### src/rtl/mbx_word_fifo_pkg.sv
package mbx_word_fifo_pkg;

    // byte addresses on both access ports
    localparam logic [7:0] ADDR_PUSH  = 8'hAC;
    localparam logic [7:0] ADDR_POP   = 8'hB0;
    localparam logic [7:0] ADDR_STAT  = 8'hB4;
    localparam logic [7:0] ADDR_WMARK = 8'hB8;
    localparam logic [7:0] ADDR_FLUSH = 8'hCC;

    // interrupt event bit positions, decoded by the shared interrupt unit
    localparam int EV_FULL   = 2;
    localparam int EV_EMPTY  = 3;
    localparam int EV_WMRISE = 4;
    localparam int EV_WMFALL = 5;
    localparam int EV_OFLOW  = 6;
    localparam int EV_UFLOW  = 7;
    localparam int EV_NEMPTY = 8;
    localparam int EV_W      = 9;

    typedef enum logic [1:0] {
        LVL_EMPTY = 2'd0,
        LVL_PART  = 2'd1,
        LVL_FULL  = 2'd2
    } lvl_e;

endpackage

### src/rtl/mbx_word_store.sv
module mbx_word_store #(
    parameter  int DW    = 32,
    parameter  int DEPTH = 32,
    localparam int AW    = $clog2(DEPTH),
    localparam int CW    = AW + 1
) (
    input  logic          clk,
    input  logic          rst_n,
    input  logic          flush,
    input  logic          push_ok,
    input  logic          pop_ok,
    input  logic [DW-1:0] push_word,
    output logic [DW-1:0] head_word,
    output logic [CW-1:0] level
);

    logic [DW-1:0] mem_q [DEPTH];
    logic [AW-1:0] wr_ptr_q, rd_ptr_q;
    logic [CW-1:0] level_q;

    function automatic logic [AW-1:0] ptr_inc(input logic [AW-1:0] p);
        return (p == AW'(DEPTH - 1)) ? '0 : p + 1'b1;
    endfunction

    always_ff @(posedge clk) begin
        if (push_ok && !flush) begin
            mem_q[wr_ptr_q] <= push_word;
        end
    end

    always_ff @(posedge clk or negedge rst_n) begin
        if (!rst_n) begin
            wr_ptr_q <= '0;
            rd_ptr_q <= '0;
            level_q  <= '0;
        end else if (flush) begin
            wr_ptr_q <= '0;
            rd_ptr_q <= '0;
            level_q  <= '0;
        end else begin
            if (push_ok) wr_ptr_q <= ptr_inc(wr_ptr_q);
            if (pop_ok)  rd_ptr_q <= ptr_inc(rd_ptr_q);
            unique case ({push_ok, pop_ok})
                2'b10:   level_q <= level_q + 1'b1;
                2'b01:   level_q <= level_q - 1'b1;
                default: level_q <= level_q;
            endcase
        end
    end

    assign head_word = mem_q[rd_ptr_q];
    assign level     = level_q;

endmodule

### src/rtl/mbx_level_fsm.sv
module mbx_level_fsm
    import mbx_word_fifo_pkg::*;
#(
    parameter int DEPTH  = 32,
    parameter int CW     = 6,
    parameter int WM_RST = 32
) (
    input  logic            clk,
    input  logic            rst_n,
    input  logic            flush,
    input  logic [CW-1:0]   level_nxt,
    input  logic [CW-1:0]   wm_nxt,
    input  logic            ovf_hit,
    input  logic            unf_hit,
    output logic            wm_reached,
    output logic [EV_W-1:0] evt
);

    lvl_e st_q, st_d;
    logic wm_q, wm_d;
    logic [EV_W-1:0] evt_q;

    // next-state decode
    always_comb begin
        if (level_nxt == '0)                 st_d = LVL_EMPTY;
        else if (level_nxt == CW'(DEPTH))    st_d = LVL_FULL;
        else                                 st_d = LVL_PART;
        wm_d = (level_nxt >= wm_nxt);
    end

    // state register
    always_ff @(posedge clk or negedge rst_n) begin
        if (!rst_n) begin
            st_q <= LVL_EMPTY;
            wm_q <= (WM_RST == 0);
        end else begin
            st_q <= st_d;
            wm_q <= wm_d;
        end
    end

    // registered event outputs
    always_ff @(posedge clk or negedge rst_n) begin
        if (!rst_n) begin
            evt_q <= '0;
        end else begin
            evt_q <= '0;
            if (!flush) begin
                unique case (st_q)
                    LVL_EMPTY: if (st_d != LVL_EMPTY) evt_q[EV_NEMPTY] <= 1'b1;
                    LVL_PART: begin
                        if (st_d == LVL_FULL)  evt_q[EV_FULL]  <= 1'b1;
                        if (st_d == LVL_EMPTY) evt_q[EV_EMPTY] <= 1'b1;
                    end
                    LVL_FULL: ;
                    default: ;
                endcase
                evt_q[EV_WMRISE] <= wm_d && !wm_q;
                evt_q[EV_WMFALL] <= !wm_d && wm_q;
                evt_q[EV_OFLOW]  <= ovf_hit;
                evt_q[EV_UFLOW]  <= unf_hit;
            end
        end
    end

    assign wm_reached = wm_q;
    assign evt        = evt_q;

endmodule

### src/rtl/mbx_word_fifo.sv
module mbx_word_fifo
    import mbx_word_fifo_pkg::*;
#(
    parameter  int DW     = 32,
    parameter  int DEPTH  = 32,
    parameter  int WM_RST = 32,
    parameter  int AW_BUS = 8,
    localparam int CW     = $clog2(DEPTH) + 1
) (
    input  logic              clk,
    input  logic              rst_n,
    input  logic              a_wr,
    input  logic [AW_BUS-1:0] a_addr,
    input  logic [DW-1:0]     a_wdata,
    input  logic              b_rd,
    input  logic [AW_BUS-1:0] b_addr,
    output logic [DW-1:0]     b_rdata,
    output logic [EV_W-1:0]   irq_evt
);

    logic          push_req, pop_req, flush_req, wm_wr;
    logic          push_ok, pop_ok, ovf_hit, unf_hit;
    logic          lvl_full, lvl_empty, wm_reached;
    logic          ovf_q, unf_q;
    logic [CW-1:0] level, level_nxt, wm_q, wm_nxt;
    logic [DW-1:0] head_word, stat_word;

    // access decode
    assign push_req  = a_wr && (a_addr == AW_BUS'(ADDR_PUSH));
    assign wm_wr     = a_wr && (a_addr == AW_BUS'(ADDR_WMARK));
    assign flush_req = a_wr && (a_addr == AW_BUS'(ADDR_FLUSH)) && a_wdata[0];
    assign pop_req   = b_rd && (b_addr == AW_BUS'(ADDR_POP));

    assign lvl_full  = (level == CW'(DEPTH));
    assign lvl_empty = (level == '0);
    assign pop_ok    = pop_req && !lvl_empty && !flush_req;
    assign push_ok   = push_req && (!lvl_full || pop_ok) && !flush_req;
    assign ovf_hit   = push_req && !push_ok && !flush_req;
    assign unf_hit   = pop_req && lvl_empty && !flush_req;

    assign level_nxt = flush_req ? '0 : level + CW'(push_ok) - CW'(pop_ok);
    assign wm_nxt    = wm_wr ? a_wdata[CW-1:0] : wm_q;

    always_ff @(posedge clk or negedge rst_n) begin
        if (!rst_n) begin
            wm_q  <= CW'(WM_RST);
            ovf_q <= 1'b0;
            unf_q <= 1'b0;
        end else begin
            wm_q <= wm_nxt;
            if (flush_req) begin
                ovf_q <= 1'b0;
                unf_q <= 1'b0;
            end else begin
                ovf_q <= ovf_q | ovf_hit;
                unf_q <= unf_q | unf_hit;
            end
        end
    end

    mbx_word_store #(.DW(DW), .DEPTH(DEPTH)) u_store (
        .clk       (clk),
        .rst_n     (rst_n),
        .flush     (flush_req),
        .push_ok   (push_ok),
        .pop_ok    (pop_ok),
        .push_word (a_wdata),
        .head_word (head_word),
        .level     (level)
    );

    mbx_level_fsm #(.DEPTH(DEPTH), .CW(CW), .WM_RST(WM_RST)) u_fsm (
        .clk        (clk),
        .rst_n      (rst_n),
        .flush      (flush_req),
        .level_nxt  (level_nxt),
        .wm_nxt     (wm_nxt),
        .ovf_hit    (ovf_hit),
        .unf_hit    (unf_hit),
        .wm_reached (wm_reached),
        .evt        (irq_evt)
    );

    assign stat_word = DW'({ovf_q, unf_q, lvl_empty, lvl_full, wm_reached});

    always_comb begin
        if (b_addr == AW_BUS'(ADDR_POP))        b_rdata = lvl_empty ? '0 : head_word;
        else if (b_addr == AW_BUS'(ADDR_STAT))  b_rdata = stat_word;
        else if (b_addr == AW_BUS'(ADDR_WMARK)) b_rdata = DW'(wm_q);
        else                                    b_rdata = '0;
    end

endmodule

### config.mk
export PLATFORM = sky130hd
export DESIGN_NAME = mbx_word_fifo
export DESIGN_NICKNAME = d
export VERILOG_FILES = /design/src/rtl/mbx_word_fifo_pkg.sv /design/src/rtl/mbx_word_store.sv /design/src/rtl/mbx_level_fsm.sv /design/src/rtl/mbx_word_fifo.sv
export SDC_FILE = /design/constraint.sdc
export NUM_CORES = 1
export LEC_CHECK = 0
export BUFFER_PORTS_ARGS = -buffer_cell sky130_fd_sc_hd__buf_4
export CAP_MARGIN = 20
export CORE_MARGIN = 1
export CORE_UTILIZATION = 60
export DETAILED_ROUTE_END_ITERATION = 12
export GPL_TIMING_DRIVEN = 0
export PLACE_DENSITY = 0.77
export REMOVE_ABC_BUFFERS = 1
export SLEW_MARGIN = 10
export SYNTH_ARGS = -nofsm -noshare
export SYNTH_HDL_FRONTEND = slang
export SYNTH_SLANG_ARGS = --single-unit
### constraint.sdc
create_clock -name clk -period 5.1 [get_ports clk]
set_clock_uncertainty 0.2 [all_clocks]
set_input_delay 0.255 -clock clk [delete_from_list [all_inputs] [get_ports clk]]
set_output_delay 0.255 -clock clk [all_outputs]
set_load 0.02 [all_outputs]
==> results.md <==
* Outcome: finished clean
* Period utilization at 0.923
* Vias in the first global route at 22.2k
* Flops & latches, synth at 1058
* Clock buffer depth at 3
* Yosys warns at 0
* EDFF count, synth at 1024
* Netlist cell types at 62
* Die Area at 0.0699 mm2
* Final setup viols at 0
* Cells on worst reg2reg path at 16
* Port buffer count at 90
* Setup Buffers After CTS at 0
* Routed wire per std cell at 32.7 um
* Fmax at 212 MHz
* CP Depth at 16
* Mapped Cells at 1923
* Initial core utilization at 0.610
* First-pass GRT wire length at 146 mm
* Fraction of layout cells with a size suffix above 1 at 0.279
* Reg area at 0.0316 mm2
* Cell mode on critical path: ha_1
* Total CTS buffers at 101
* Post-synth ARST share at 0.0321
* Footprint of the multi-input gates at 0.00933 mm2
* Final Cell Area at 0.0480 mm2
* N_diodes at 0
* Syn_area_per_cell at 21.5 um2
* Worst setup EP type: flip-flop
* Top-area cell type share of the netlist area at 0.745
* Synth-to-Final Area Change at 16.3%
* Vias at 21.5k
* GRT Overall Usage at 0.294
* Number of clock sinks at 1058
* Setup TNS at 0 ns
* Largest net degree at the start of global routing at 60
* Pleak at 15.1 nW
* Fin. max-slew vios at 0
* Row Count at 95
* Worst skew pair latency at 0.66 ns
* Final antenna-violating net count at 0
* Post-detail-place hpwl at 57.0 mm
* CTS H-tree lvls at 3
* Core area at 0.0676 mm2
* Peak supply drop at 329 uV
* Commonest register cell after synthesis: edfxtp_1
* Worst-path fanout max at 15
* WP data arrival at 5.04 ns
* RSZ-0062 raised after global routing: no
* GP Congestion at 0.798
* DRC viols at 0
* Die height at 264 um
* Worst min path class: primary input to flip-flop
* Filler cell count at 3607
* Worst EP required at 5.43 ns
* Congestion Overflow GR at 0
* Placed cell area at 0.0444 mm2
* Minimum clock period after layout at 4.71 ns
* Delay of the slowest cell on the worst path at 0.73 ns
* Root buf cell: clkbuf_16
* Max-cap viol count at 0
* Io pins at 93
* Drt pass-1 iters at 6
* Finished Layout Cells at 3077
* Register area share after synthesis at 0.765
* Placed Instances at 2850
* Via density at 7.00
* Cell accounting for the most synthesized area: edfxtp_1
* Relative slew margins at 0.364
* CP cell instances: inv_1, ha_1, nand4bb_1, nand4_1, a21oi_2, ha_1, inv_1, fa_1, nand2b_1, a21oi_1, o21ai_0, and3_1, ha_1, nand2_1, o31a_1, and3_1
* PD cells at 366 mW/mm2
* Mapped cell area at 0.0413 mm2
* Synth top area cells: edfxtp_1 (74%), mux4_2 (13%), dfrtp_1 (2.0%), mux2i_1 (1.5%), o22ai_1 (1.0%)
* Critical path type: flip-flop to flip-flop
* Slowest cell on crit path: a21oi_2
* Fin util at 0.710
* WL final at 101 mm
* Clock Pin Slew Worst Setup and Hold Paths at 0.07 ns
* Initial antenna violation count at 0
* Hold depth at 4
* Die Wd at 264 um
* Worst Tran Pin Value at 0.952 ns
* Iter 0 DRT Violations at 2681
* Final count of hold timing violations at 0
* TritonCTS clock tree: done
* Kind of cell adding the most delay to the critical path: simple AND/OR/NAND/NOR gates
* Worst Path Buf+Inv at 2
* Type of origin of the critical path: flip-flop
* Final #Nets at 2200
[state kept, by name, summed over array words and instances (netlist names)]
register and cells:
u_fsm.evt 7, wm_q 6, u_store.mem_q 1024, u_store.level 6
u_fsm.wm_reached 1, ovf_q 1, unf_q 1, u_store.wr_ptr_q 5
u_store.rd_ptr_q 5, u_fsm.st_q 2
[path summary, 6_finish.rpt]
kind / slack, ns / endpoint / start
worst min register to register: 0.26 / u_fsm.evt[8] / u_fsm.st_q[1]
min in group asynchronous: 0.44 / wm_q[5] / rst_n
worst max-delay path: 0.39 / u_fsm.evt[5] / u_store.level[3]
max in group asynchronous: 4.04 / u_fsm.evt[8] / rst_n
worst min-delay path: 0.03 / u_fsm.evt[7] / b_addr[6]
worst max register to register: 0.39 / u_fsm.evt[5] / u_store.level[3]
[routing by layer]
| metal | part of all wire | GRT usage |
|---|---|---|
| met1 | 0.37 | 0.404 |
| met2 | 0.49 | 0.468 |
| met3 | 0.10 | 0.0567 |
| met4 | 0.047 | 0.130 |
| met5 | 0 | 0 |
[cell usage in the layout (no fill, tap or decap), types with 28 or more instances in the layout]
master and count:
a21oi_1 36, mux2_2 28, clkbuf_16 104, dlygate4sd3_1 39, dfrtp_1 29, nor2_1 50, buf_4 90, o22ai_1 67
buf_16 42, mux2i_1 62, mux4_2 247, clkinv_1 32, edfxtp_1 1024, nor2_4 32
[where the power goes]
| part | internal [mW] | switching [mW] | total [mW] |
|---|---|---|---|
| logic | 0.365 | 0.402 | 0.768 |
| clock network | 4.08 | 3.18 | 7.25 |
| registers | 9.55 | 0.0268 | 9.57 |
| total | 14.0 | 3.61 | 17.6 |
[cell usage after synthesis, types with 9 or more instances]
| master | count |
|---|---|
| edfxtp_1 | 1024 |
| mux4_2 | 247 |
| nor2_1 | 82 |
| o22ai_1 | 67 |
| mux2i_1 | 62 |
| clkbuf_1 | 51 |
| a21oi_1 | 37 |
| dfrtp_1 | 33 |
| mux2_2 | 28 |
| ha_1 | 26 |
| o32ai_1 | 26 |
| buf_2 | 25 |
| buf_4 | 21 |
| inv_1 | 20 |
| nand2_1 | 17 |
| a211oi_1 | 16 |
| nor2b_1 | 13 |
| nor3_1 | 12 |
| nor3b_1 | 9 |
[what timing repair did]
action,4_1_cts,5_1_grt
endpoints found under the setup margin,0,241
hold buffers,40,0
endpoints found under the hold margin,1067,0
resized for setup,0,1
[stage by stage]
stage / hold WS [ns] / setup WS [ns] / total power, mW
floorplan: -0.241 / -7.14 / 10.4
global placement: 0.0211 / -11.57 / 10.7
detailed placement: 0.0324 / 0.276 / 10.5
CTS: 0.00523 / 0.235 / 17.6
global route: 0.0207 / 0.159 / 18.0
finish: 0.0289 / 0.391 / 17.6
[cell type report]
cell class                 count  share of cell area
clock buffer                 124              0.0558
clock inverter                63              0.0103
sequential                  1058               0.658
timing repair buffer         199              0.0570
tap                          873              0.0227
multi-input combinational    740               0.194
inverter                      20             0.00156
[worst min-delay path, cell delays in order]
cell and delay [ns]:
buf_4 0.08, nor2b_1 0.07, and2_1 0.20, and4_1 0.24
[cell families after synthesis]
kind of cell / after synthesis / synth area share
mux: 337 / 0.157
compound gates: 178 / 0.0286
other cells: 1 / 0.0000908
fa+ha+maj: 28 / 0.00885
xor+xnor: 5 / 0.00106
flops: 1058 / 0.765
buf+inv: 126 / 0.0148
simple gates: 190 / 0.0238
Note: power is estimated with default switching activity, not from simulation.
